**src/rtl/alu8_pkg.sv**
```systemverilog
// Shared encodings for the accumulator ALU.
// Assumes every control field is two bits wide and already decoded.
package alu8_pkg;

    typedef enum logic [1:0] {
        A_WREG = 2'b00,
        A_FILE = 2'b01,
        A_LIT  = 2'b10,
        A_SWAP = 2'b11
    } asel_e;

    typedef enum logic [1:0] {
        B_WREG   = 2'b00,
        B_FILE   = 2'b01,
        B_BITDEC = 2'b10,
        B_ONE    = 2'b11
    } bsel_e;

    typedef enum logic [1:0] {
        AR_PASS  = 2'b00,
        AR_PASS1 = 2'b01,
        AR_ADD   = 2'b10,
        AR_SUB   = 2'b11
    } arith_e;

    typedef enum logic [1:0] {
        LG_AND  = 2'b00,
        LG_OR   = 2'b01,
        LG_XOR  = 2'b10,
        LG_NOTA = 2'b11
    } logic_e;

    typedef enum logic [1:0] {
        RS_ARITH = 2'b00,
        RS_LOGIC = 2'b01,
        RS_ROR   = 2'b10,
        RS_ROL   = 2'b11
    } rsel_e;

    typedef struct packed {
        logic z;
        logic dc;
        logic c;
    } flags_t;

endpackage

```
**src/rtl/alu8_opmux.sv**
```systemverilog
// Operand selection for the ALU.
// Builds the A operand (working reg, file bus, literal, nibble-swapped bus)
// and the B operand (working reg, file bus, one-hot bit mask, constant one).
// Assumes DW is even and a power of two, so the bit index covers every bit.
module alu8_opmux
    import alu8_pkg::*;
#(
    parameter int DW = 8
) (
    input  logic [DW-1:0]         w_in,
    input  logic [DW-1:0]         fbus_in,
    input  logic [DW-1:0]         lit_in,
    input  logic [$clog2(DW)-1:0] bit_idx,
    input  asel_e                 a_sel,
    input  bsel_e                 b_sel,
    input  logic                  bit_inv,
    output logic [DW-1:0]         a_opnd,
    output logic [DW-1:0]         b_opnd
);
    localparam int IW  = $clog2(DW);
    localparam int NIB = DW / 2;

    logic [DW-1:0] onehot;
    logic [DW-1:0] mask;
    logic [DW-1:0] swapped;

    // One comparator per bit forms the one-hot mask.
    for (genvar i = 0; i < DW; i++) begin : g_dec
        assign onehot[i] = (bit_idx == IW'(i));
    end

    assign mask    = bit_inv ? ~onehot : onehot;
    assign swapped = {fbus_in[NIB-1:0], fbus_in[DW-1:NIB]};

    // Pick the A operand.
    always_comb begin
        unique case (a_sel)
            A_WREG:  a_opnd = w_in;
            A_FILE:  a_opnd = fbus_in;
            A_LIT:   a_opnd = lit_in;
            default: a_opnd = swapped;
        endcase
    end

    // Pick the B operand.
    always_comb begin
        unique case (b_sel)
            B_WREG:   b_opnd = w_in;
            B_FILE:   b_opnd = fbus_in;
            B_BITDEC: b_opnd = mask;
            default:  b_opnd = DW'(1);
        endcase
    end
endmodule

```
**src/rtl/alu8_arith.sv**
```systemverilog
// Adder/subtractor with carry and half-word (digit) carry.
// Subtraction is A + ~B + 1, so carry = 1 means no borrow.
// Assumes DW is even; the digit carry comes out of the low half.
module alu8_arith
    import alu8_pkg::*;
#(
    parameter int DW = 8
) (
    input  logic [DW-1:0] a,
    input  logic [DW-1:0] b,
    input  arith_e        mode,
    output logic [DW-1:0] sum,
    output logic          dc,
    output logic          c
);
    localparam int NIB = DW / 2;

    logic          is_sub;
    logic [DW-1:0] b_adj;
    logic [DW:0]   full;
    logic [NIB:0]  low;

    // Shared adder with optional inversion of B and a carry-in of one.
    always_comb begin
        is_sub = (mode == AR_SUB);
        b_adj  = is_sub ? ~b : b;
        full   = {1'b0, a} + {1'b0, b_adj} + {{DW{1'b0}}, is_sub};
        low    = {1'b0, a[NIB-1:0]} + {1'b0, b_adj[NIB-1:0]} + {{NIB{1'b0}}, is_sub};
    end

    // Drive the outputs for add/sub, or pass A with cleared carries.
    always_comb begin
        if (mode == AR_ADD || mode == AR_SUB) begin
            sum = full[DW-1:0];
            c   = full[DW];
            dc  = low[NIB];
        end else begin
            sum = a;
            c   = 1'b0;
            dc  = 1'b0;
        end
    end
endmodule

```
**src/rtl/alu8_logic.sv**
```systemverilog
// Bitwise logic unit: AND, OR, XOR, or complement of A.
// Assumes both operands are already selected.
module alu8_logic
    import alu8_pkg::*;
#(
    parameter int DW = 8
) (
    input  logic [DW-1:0] a,
    input  logic [DW-1:0] b,
    input  logic_e        op,
    output logic [DW-1:0] y
);
    // Apply the chosen bitwise function.
    always_comb begin
        unique case (op)
            LG_AND:  y = a & b;
            LG_OR:   y = a | b;
            LG_XOR:  y = a ^ b;
            default: y = ~a;
        endcase
    end
endmodule

```
**src/rtl/alu8_status.sv**
```systemverilog
// Three-flag status register with one write enable per flag.
// Assumes a synchronous active-low reset that clears every flag.
module alu8_status
    import alu8_pkg::*;
(
    input  logic   clk,
    input  logic   rst_n,
    input  flags_t nxt,
    input  flags_t we,
    output flags_t q
);
    // Store each flag only when its own enable is set.
    always_ff @(posedge clk) begin
        if (!rst_n) begin
            q <= '0;
        end else begin
            if (we.z)  q.z  <= nxt.z;
            if (we.dc) q.dc <= nxt.dc;
            if (we.c)  q.c  <= nxt.c;
        end
    end


    z_hold_chk: assert property (@(posedge clk) disable iff (!rst_n)
        !we.z |=> $stable(q.z));

    c_hold_chk: assert property (@(posedge clk) disable iff (!rst_n)
        !we.c |=> $stable(q.c));

    dc_load_chk: assert property (@(posedge clk) disable iff (!rst_n)
        we.dc |=> (q.dc == $past(nxt.dc)));
endmodule

```
**src/rtl/acc_alu8.sv**
```systemverilog
// Top of the accumulator ALU.
// Joins the operand muxes, the adder, the logic unit, the rotates through
// the stored carry, the result and flag selection, destination steering
// and the status register.
// Assumes the control fields are stable for the whole cycle.
module acc_alu8
    import alu8_pkg::*;
#(
    parameter int DW = 8
) (
    input  logic                  clk,
    input  logic                  rst_n,
    input  logic [DW-1:0]         w_in,
    input  logic [DW-1:0]         fbus_in,
    input  logic [DW-1:0]         lit_in,
    input  logic [$clog2(DW)-1:0] bit_idx,
    input  logic [1:0]            a_sel,
    input  logic [1:0]            b_sel,
    input  logic [1:0]            arith_mode,
    input  logic [1:0]            logic_op,
    input  logic [1:0]            res_sel,
    input  logic                  bit_inv,
    input  logic                  dest_file,
    input  logic                  wr_req,
    input  logic                  z_we,
    input  logic                  dc_we,
    input  logic                  c_we,
    output logic [DW-1:0]         result,
    output logic                  z_out,
    output logic                  dc_out,
    output logic                  c_out,
    output logic                  w_wr,
    output logic                  f_wr,
    output logic                  stat_z,
    output logic                  stat_dc,
    output logic                  stat_c
);
    logic [DW-1:0] a_opnd;
    logic [DW-1:0] b_opnd;
    logic [DW-1:0] ar_sum;
    logic          ar_dc;
    logic          ar_c;
    logic [DW-1:0] lg_y;
    flags_t        st_q;
    flags_t        st_nxt;
    flags_t        st_we;
    rsel_e         rsel;

    assign rsel = rsel_e'(res_sel);

    alu8_opmux #(.DW(DW)) u_opmux (
        .w_in    (w_in),
        .fbus_in (fbus_in),
        .lit_in  (lit_in),
        .bit_idx (bit_idx),
        .a_sel   (asel_e'(a_sel)),
        .b_sel   (bsel_e'(b_sel)),
        .bit_inv (bit_inv),
        .a_opnd  (a_opnd),
        .b_opnd  (b_opnd)
    );

    alu8_arith #(.DW(DW)) u_arith (
        .a    (a_opnd),
        .b    (b_opnd),
        .mode (arith_e'(arith_mode)),
        .sum  (ar_sum),
        .dc   (ar_dc),
        .c    (ar_c)
    );

    alu8_logic #(.DW(DW)) u_logic (
        .a  (a_opnd),
        .b  (b_opnd),
        .op (logic_e'(logic_op)),
        .y  (lg_y)
    );

    // Choose the result path and the carries that go with it.
    always_comb begin
        dc_out = st_q.dc;
        c_out  = st_q.c;
        unique case (rsel)
            RS_ARITH: begin
                result = ar_sum;
                dc_out = ar_dc;
                c_out  = ar_c;
            end
            RS_LOGIC: result = lg_y;
            RS_ROR: begin
                result = {st_q.c, a_opnd[DW-1:1]};
                c_out  = a_opnd[0];
            end
            default: begin
                result = {a_opnd[DW-2:0], st_q.c};
                c_out  = a_opnd[DW-1];
            end
        endcase
    end

    assign z_out = ~|result;

    // Steer the write strobe to one destination.
    always_comb begin
        w_wr = wr_req & ~dest_file;
        f_wr = wr_req &  dest_file;
    end

    assign st_nxt = '{z: z_out, dc: dc_out, c: c_out};
    assign st_we  = '{z: z_we, dc: dc_we, c: c_we};

    alu8_status u_status (
        .clk   (clk),
        .rst_n (rst_n),
        .nxt   (st_nxt),
        .we    (st_we),
        .q     (st_q)
    );

    assign stat_z  = st_q.z;
    assign stat_dc = st_q.dc;
    assign stat_c  = st_q.c;


    dest_excl_chk: assert property (@(posedge clk) disable iff (!rst_n)
        $onehot0({w_wr, f_wr}) && (wr_req == (w_wr | f_wr)));

    mask_onehot_chk: assert property (@(posedge clk) disable iff (!rst_n)
        (b_sel == 2'b10 && !bit_inv) |-> ($countones(b_opnd) == 1));

    sub_borrow_chk: assert property (@(posedge clk) disable iff (!rst_n)
        (rsel == RS_ARITH && arith_mode == 2'b11) |-> (c_out == (a_opnd >= b_opnd)));

    ror_fill_chk: assert property (@(posedge clk) disable iff (!rst_n)
        (rsel == RS_ROR) |-> (result[DW-1] == stat_c && c_out == a_opnd[0]));

    xor_zero_chk: assert property (@(posedge clk) disable iff (!rst_n)
        (rsel == RS_LOGIC && logic_op == 2'b10 && a_opnd == b_opnd) |-> z_out);
endmodule

```
**config.mk**
```make
export PLATFORM = sky130hd
export DESIGN_NAME = acc_alu8
export DESIGN_NICKNAME = d
export VERILOG_FILES = /design/src/rtl/alu8_pkg.sv /design/src/rtl/alu8_opmux.sv /design/src/rtl/alu8_arith.sv /design/src/rtl/alu8_logic.sv /design/src/rtl/alu8_status.sv /design/src/rtl/acc_alu8.sv
export SDC_FILE = /design/constraint.sdc
export NUM_CORES = 1
export LEC_CHECK = 0
export BUFFER_PORTS_ARGS = -buffer_cell sky130_fd_sc_hd__buf_2
export CAP_MARGIN = 20
export CORE_MARGIN = 8
export CORE_UTILIZATION = 53
export DETAILED_ROUTE_END_ITERATION = 10
export GPL_TIMING_DRIVEN = 0
export HOLD_SLACK_MARGIN = 0.08
export PLACE_DENSITY = 0.8
export SLEW_MARGIN = 20
export SYNTH_ARGS = -nofsm -noshare
export SYNTH_HDL_FRONTEND = slang
export SYNTH_SLANG_ARGS = --single-unit
export TNS_END_PERCENT = 5
```
**constraint.sdc**
```tcl
create_clock -name clk -period 5.5 [get_ports clk]
set_input_delay 0.55 -clock clk [delete_from_list [all_inputs] [get_ports clk]]
set_output_delay 0.55 -clock clk [all_outputs]
set_load 0.01 [all_outputs]
```
Word level (Yosys, flattened, before mapping). Index checks and enable logic that the tools add are counted. W data, S select, Z words.

Word-level logic and storage cells: 52. Output and inout port bits: 16. Bits of input ports: 45. Register bits: 3.

Equal/unequal tests: 17. Multiplexer cells: 11. $add $sub $neg: 4. Bitwise operators: 9. Reduce and logical (&&, ||, !) cells: 8.

Operators by type and width (count): $pmux W8 S3 (4); $mux W8 (3); $not A8 Y8 (3); $eq A2 B2 Y1 const B (6); $eq A3 B3 Y1 const B (4); $add A8 B8 Y9 (1); $add A9 B1 Y9 (1); $and A8 B8 Y8 (1); $eq A2 B1 Y1 const B (4); $logic_not A2 Y1 (4); $or A8 B8 Y8 (1); $reduce_or A8 Y1 (1); $xor A8 B8 Y8 (1); $eq A3 B2 Y1 const B (2); $add A4 B4 Y5 (1); $add A5 B1 Y5 (1); $eq A3 B1 Y1 const B (1); $logic_not A3 Y1 (1); $mux W1 (3); $pmux W1 S3 (1); $and A1 B1 Y1 (2); $logic_not A1 Y1 (1); $logic_or A1 B1 Y1 (1); $not A1 Y1 (1).

Depth between registers and ports, before layout.
Depth after elaboration: 12. Depth in mapped cells: 15. Gate-level depth less buffers: 14.

Hierarchy. From an unflattened synthesis, not the netlist that was laid out.

Cell total of the unflattened synthesis: 195. Area, all modules: 1861.8 sq um.

Modules (own cells, without submodules): alu8_arith (area an instance 528.0 sq um, seq. area each 0.0 sq um, times used 1, cells an instance 69); alu8_logic (area an instance 493.0 sq um, seq. area each 0.0 sq um, times used 1, cells an instance 50); alu8_opmux (area an instance 456.7 sq um, seq. area each 0.0 sq um, times used 1, cells an instance 49); acc_alu8 (area an instance 275.3 sq um, seq. area each 0.0 sq um, times used 1, cells an instance 18); alu8_status (area an instance 108.9 sq um, seq. area each 60.1 sq um, times used 1, cells an instance 9).

Worst setup path after synthesis. OpenSTA, ideal clock, no wires.

Kind: input to output. Start: in bit_idx[0]. End: out z_out. Slack: 1088 ps. Required time: 4950 ps. Stages: 15. Arrival: 3862 ps. Buffers on the path: 1. Path through: clkbuf_1 -> nor3b_1 -> xnor2_1 -> o22a_1 -> xnor2_1 -> inv_1 -> fa_1 -> nand2b_1 -> a21o_1 -> nor3_1 -> a2111oi_0 -> or3_1 -> or4_1 -> or4_4 -> nor2_1.

Cells in the longest elaborated chain, start to end: 12. Elaborated cells between the ends (all ways): 23. Those cells by class: add/sub: 2; eq/ne: 7; mux: 6; bitwise: 5; reduce/logical: 3.

Ends and longest elaborated chain: start: declaration (line acc_alu8.sv:16) `input logic [$clog2(DW)-1:0] bit_idx,`; $eq A3 B1 Y1 (tied with other cells) (line alu8_opmux.sv:29) `assign onehot[i] = (bit_idx == IW'(i));`; $not A8 Y8 (line alu8_opmux.sv:32) `assign mask = bit_inv ? ~onehot : onehot;`; $mux W8 * (line alu8_opmux.sv:32); $pmux W8 S3 * (line alu8_opmux.sv:47) `unique case (b_sel)`; $not A8 Y8 (line alu8_arith.sv:26) `b_adj = is_sub ? ~b : b;`; $mux W8 (line alu8_arith.sv:26); $add A8 B8 Y9 (line alu8_arith.sv:27) `full = {1'b0, a} + {1'b0, b_adj} + {{DW{1'b0}}, is_sub};`; $add A9 B1 Y9 (line alu8_arith.sv:27); $mux W8 (line alu8_arith.sv:33) `if (mode == AR_ADD || mode == AR_SUB) begin`; $pmux W8 S3 * (line acc_alu8.sv:83) `unique case (rsel)`; net result[4] (line acc_alu8.sv:28) `output logic [DW-1:0] result,`; $reduce_or A8 Y1 * (line acc_alu8.sv:101) `assign z_out = ~|result;`; $logic_not A1 Y1 * (line acc_alu8.sv:101); end: declaration (line acc_alu8.sv:29) `output logic z_out,`.

The timed path passes the listed nets; every way through them passes the cells marked *.

Worst setup path in the final report.
Start: in bit_idx[0]. End: out z_out.

Cells in the longest elaborated chain, start to end: 12. Elaborated cells between the ends (all ways): 23. Those cells by class: add/sub: 2; eq/ne: 7; mux: 6; bitwise: 5; reduce/logical: 3.

Ends and longest elaborated chain (line): $eq A3 B1 Y1 (tied with other cells) (alu8_opmux.sv:29); $not A8 Y8 (alu8_opmux.sv:32); $mux W8 * (alu8_opmux.sv:32); $pmux W8 S3 * (alu8_opmux.sv:47); $not A8 Y8 (alu8_arith.sv:26); $mux W8 (alu8_arith.sv:26); $add A8 B8 Y9 (alu8_arith.sv:27); $add A9 B1 Y9 (alu8_arith.sv:27); $mux W8 (alu8_arith.sv:33); $pmux W8 S3 * (acc_alu8.sv:83); $reduce_or A8 Y1 * (acc_alu8.sv:101); $logic_not A1 Y1 * (acc_alu8.sv:101).

Mark *: on every way between the ends. The rest lies on a longest branch, timed or not.

==> out/results.ini <==
[sta]
period_share=0.891
setup_viol=0
finalCriticalPeriod_ns=4.90
rsz0062_at_grt=no
max_freq_mhz=204
whs_ns=0.504
final_max_slew_viol_count=0
skew_ns=0.00390
hold_viol=0
max-slew-margin-rel=0.580
worst_pin_slew_ns=0.612
setup-tns-final_ns=0

[hold_path]
whs_path_depth=2
hp-class=register to register

[clocking]
tritoncts=yes
clkTransAtPathRegs_ns=0.03
cts_hold_buf=0
postCtsResizedCells=0
insertion_delay_ns=0.23
cts_buffers=3
postCtsSetupBuffers=0
cts-root-buf=clkbuf_8
htree_levels=1
cts_max_path_buffers=2
cts_sinks=3

[setup_path]
reg2regPathDepth=6
end_kind=output port
cp_max_fo=9
criticalPathCategory=input port to output port
critical-path-max-stage-delay_ns=0.47
worstPathRequired_ns=4.95
critPathTopFamily=simple AND/OR/NAND/NOR gates
critPathBufInv=3
path_depth=16
crit_arrival_ns=4.35
crit_chain=clkbuf_1 -> nor3b_1 -> xnor2_1 -> o22a_1 -> xnor2_1 -> inv_1 -> fa_1 -> nand2b_1 -> a21o_1 -> nor3_1 -> a2111oi_0 -> or3_1 -> or4_1 -> or4_4 -> nor2_1 -> buf_2
start_kind=input port
slowest_stage=or4_1
cpMostUsedCell=xnor2_1

[final_layout]
largestRegisters=u_status.q: 3 flops
regMostFlops=u_status.q
largest_reg_flops=3
antenna_cells=0
area_growth_pct=18.5
fin_nets=382
drive_gt1_frac=0.260

[grt]
grt_use_met1=0.230
antenna_found_initial=0
grt_most_used_layer=met2
grt_pass1_vias=2139
gr-total-overflow=0
use_met3=0.0443
use_met2=0.314
track_usage=0.190
grt_pass1_wl_microns=9740
grt_start_max_net_pins=11

[floorplanning]
die_h_microns=77.0
rows=22
fp.coreArea_sq_um=3610
ios=61
dieArea_sq_um=5930
die_w_microns=77.0
start_util=0.546

[logic_synthesis]
synth_seq_cells=3
synth_flop_cell=dfxtp_1
synth_edf_count=0
synth-async-reset-ratio=0
ys_seq_area_frac=0.0305
yosysWarningCount=0
postSynthAreaPerCell_sq_um=7.70
syn-num-nets=325
synth_cells=256
synth_cell_types=59
syn-cell-area_sq_um=1970

[power_and_ir_drop]
switching_power_uw=166
internal_power_uw=189
p_per_area_nw_per_um2=152
p_leak_uw=0.00114
ir_worst_vdd_uv=52.2
power_uw=355
p_comb_frac=0.743
switching_share=0.469
power_frac_clock=0.191
p_seq_frac=0.067

[drt]
wire_per_inst_microns=16.1
drtPass1Iterations=5
routed_wl_microns=5810
antenna_left=0
viasPerCell=5.93
drtIter0Drc=115
drc=0
num_vias=2136

[placed_design]
place_hpwl_microns=4790
place.gp.congestion=0.908
io_buffers=52

[job]
max-cap-violations=0

[status]
outcome=finished clean

## placed cells by master (no fill, tap or decap), types with 2 or more instances in the layout
cell,instances
buf_2,56
mux4_2,3
ha_1,23
a211oi_1,4
xnor2_1,12
dfxtp_1,3
nor3b_1,4
nand2_1,14
inv_2,3
a221oi_1,2
xor2_1,4
nand3_1,2
nand2b_1,4
o22ai_1,4
inv_1,22
nor2_1,27
clkbuf_1,9
nor3_1,5
nand3b_1,4
a31oi_1,2
a2111oi_0,2
o22a_1,8
mux2_2,3
mux2i_1,19
a21o_1,4
buf_6,3
o21ai_0,10
mux4_1,4
clkbuf_8,3
buf_1,2
a21oi_1,15
nor2b_1,4
## logic make-up after synthesis
family / after synthesis / share of synthesized area
AOI/OAI and AO/OA: 67 / 0.243
xor gates and xnor gates: 16 / 0.0711
adders and majority gates: 24 / 0.156
buffers and inverters: 43 / 0.0965
DFF: 3 / 0.0305
muxes: 30 / 0.213
and+or+nand+nor: 73 / 0.190
## power groups by stage
stage / Combinational [uW] / Clock, uW / Sequential, uW
floorplan: 190 / 0 / 24.0
global placement: 252 / 0 / 23.9
detailed placement: 260 / 0 / 23.9
CTS: 262 / 70.2 / 23.6
global route: 293 / 72.2 / 23.7
finish: 264 / 67.7 / 23.7
## layer usage
metal	wire length (microns)	part of all wire
met1	2490	0.43
met2	2650	0.46
met3	518	0.089
met4	145	0.025
met5	0	0
## cells in the mapped netlist (3+ instances only)
cell      number  area (sq um)
nor2b_1        4          25.0
buf_2          4          20.0
buf_6          3          33.8
mux4_2         3          67.6
o22ai_1        4          25.0
nor3b_1        4          30.0
nor2_1        27           101
ha_1          23           288
mux4_1         4           105
nand2b_1       4          25.0
clkbuf_1       8          30.0
dfxtp_1        3          60.1
mux2_2         3          33.8
xor2_1         4          35.0
xnor2_1       12           105
mux2i_1       19           190
o22a_1         8          70.1
a211oi_1       4          30.0
o21ai_0       10          50.1
a21oi_1       15          75.1
inv_1         22          82.6
nand2_1       14          52.6
nand3b_1       4          30.0
nor3_1         5          25.0
a21o_1         4          30.0
inv_2          3          11.3
## metrics by stage
step                      setup WS (ns)  area (sq um)   util  cells
after global placement            0.783          2290  0.635    356
after floorplan                    1.09          1970      -    256
after detailed placement          0.671          2290  0.635    356
after CTS                         0.646          2340  0.648    360
after global routing              0.406          2340  0.648    360
final                             0.602          2340  0.648    360
## path summary, 6_finish.rpt
path	startpoint	to	slack [ns]
worst min-delay path	u_status.q[2]$_SDFFE_PN0P_	u_status.q[2]$_SDFFE_PN0P_	0.50
worst max-delay path	bit_idx[0]	z_out	0.60
worst max register to register	u_status.q[0]$_SDFFE_PN0P_	u_status.q[2]$_SDFFE_PN0P_	3.37
worst min register to register	u_status.q[2]$_SDFFE_PN0P_	u_status.q[2]$_SDFFE_PN0P_	0.50
## cell type report
class | count | area (sq um)
Timing Repair Buffer | 52 | 260
Buffer | 18 | 96.3
Clock buffer | 4 | 45.0
Fill cell | 359 | 1270
Sequential cell | 3 | 60.1
Multi-Input combinational cell | 210 | 1720
Inverter | 25 | 93.8
Tap cell | 48 | 60.1
## worst register-to-register path: stages, from the launching register on
cell	delay, ns
dfxtp_1	0.35
o22ai_1	0.23
nor3_1	0.07
a21o_1	0.16
or4_1	0.56
or4_4	0.45
o31ai_2	0.22
Power figures use the tool's default switching activity.
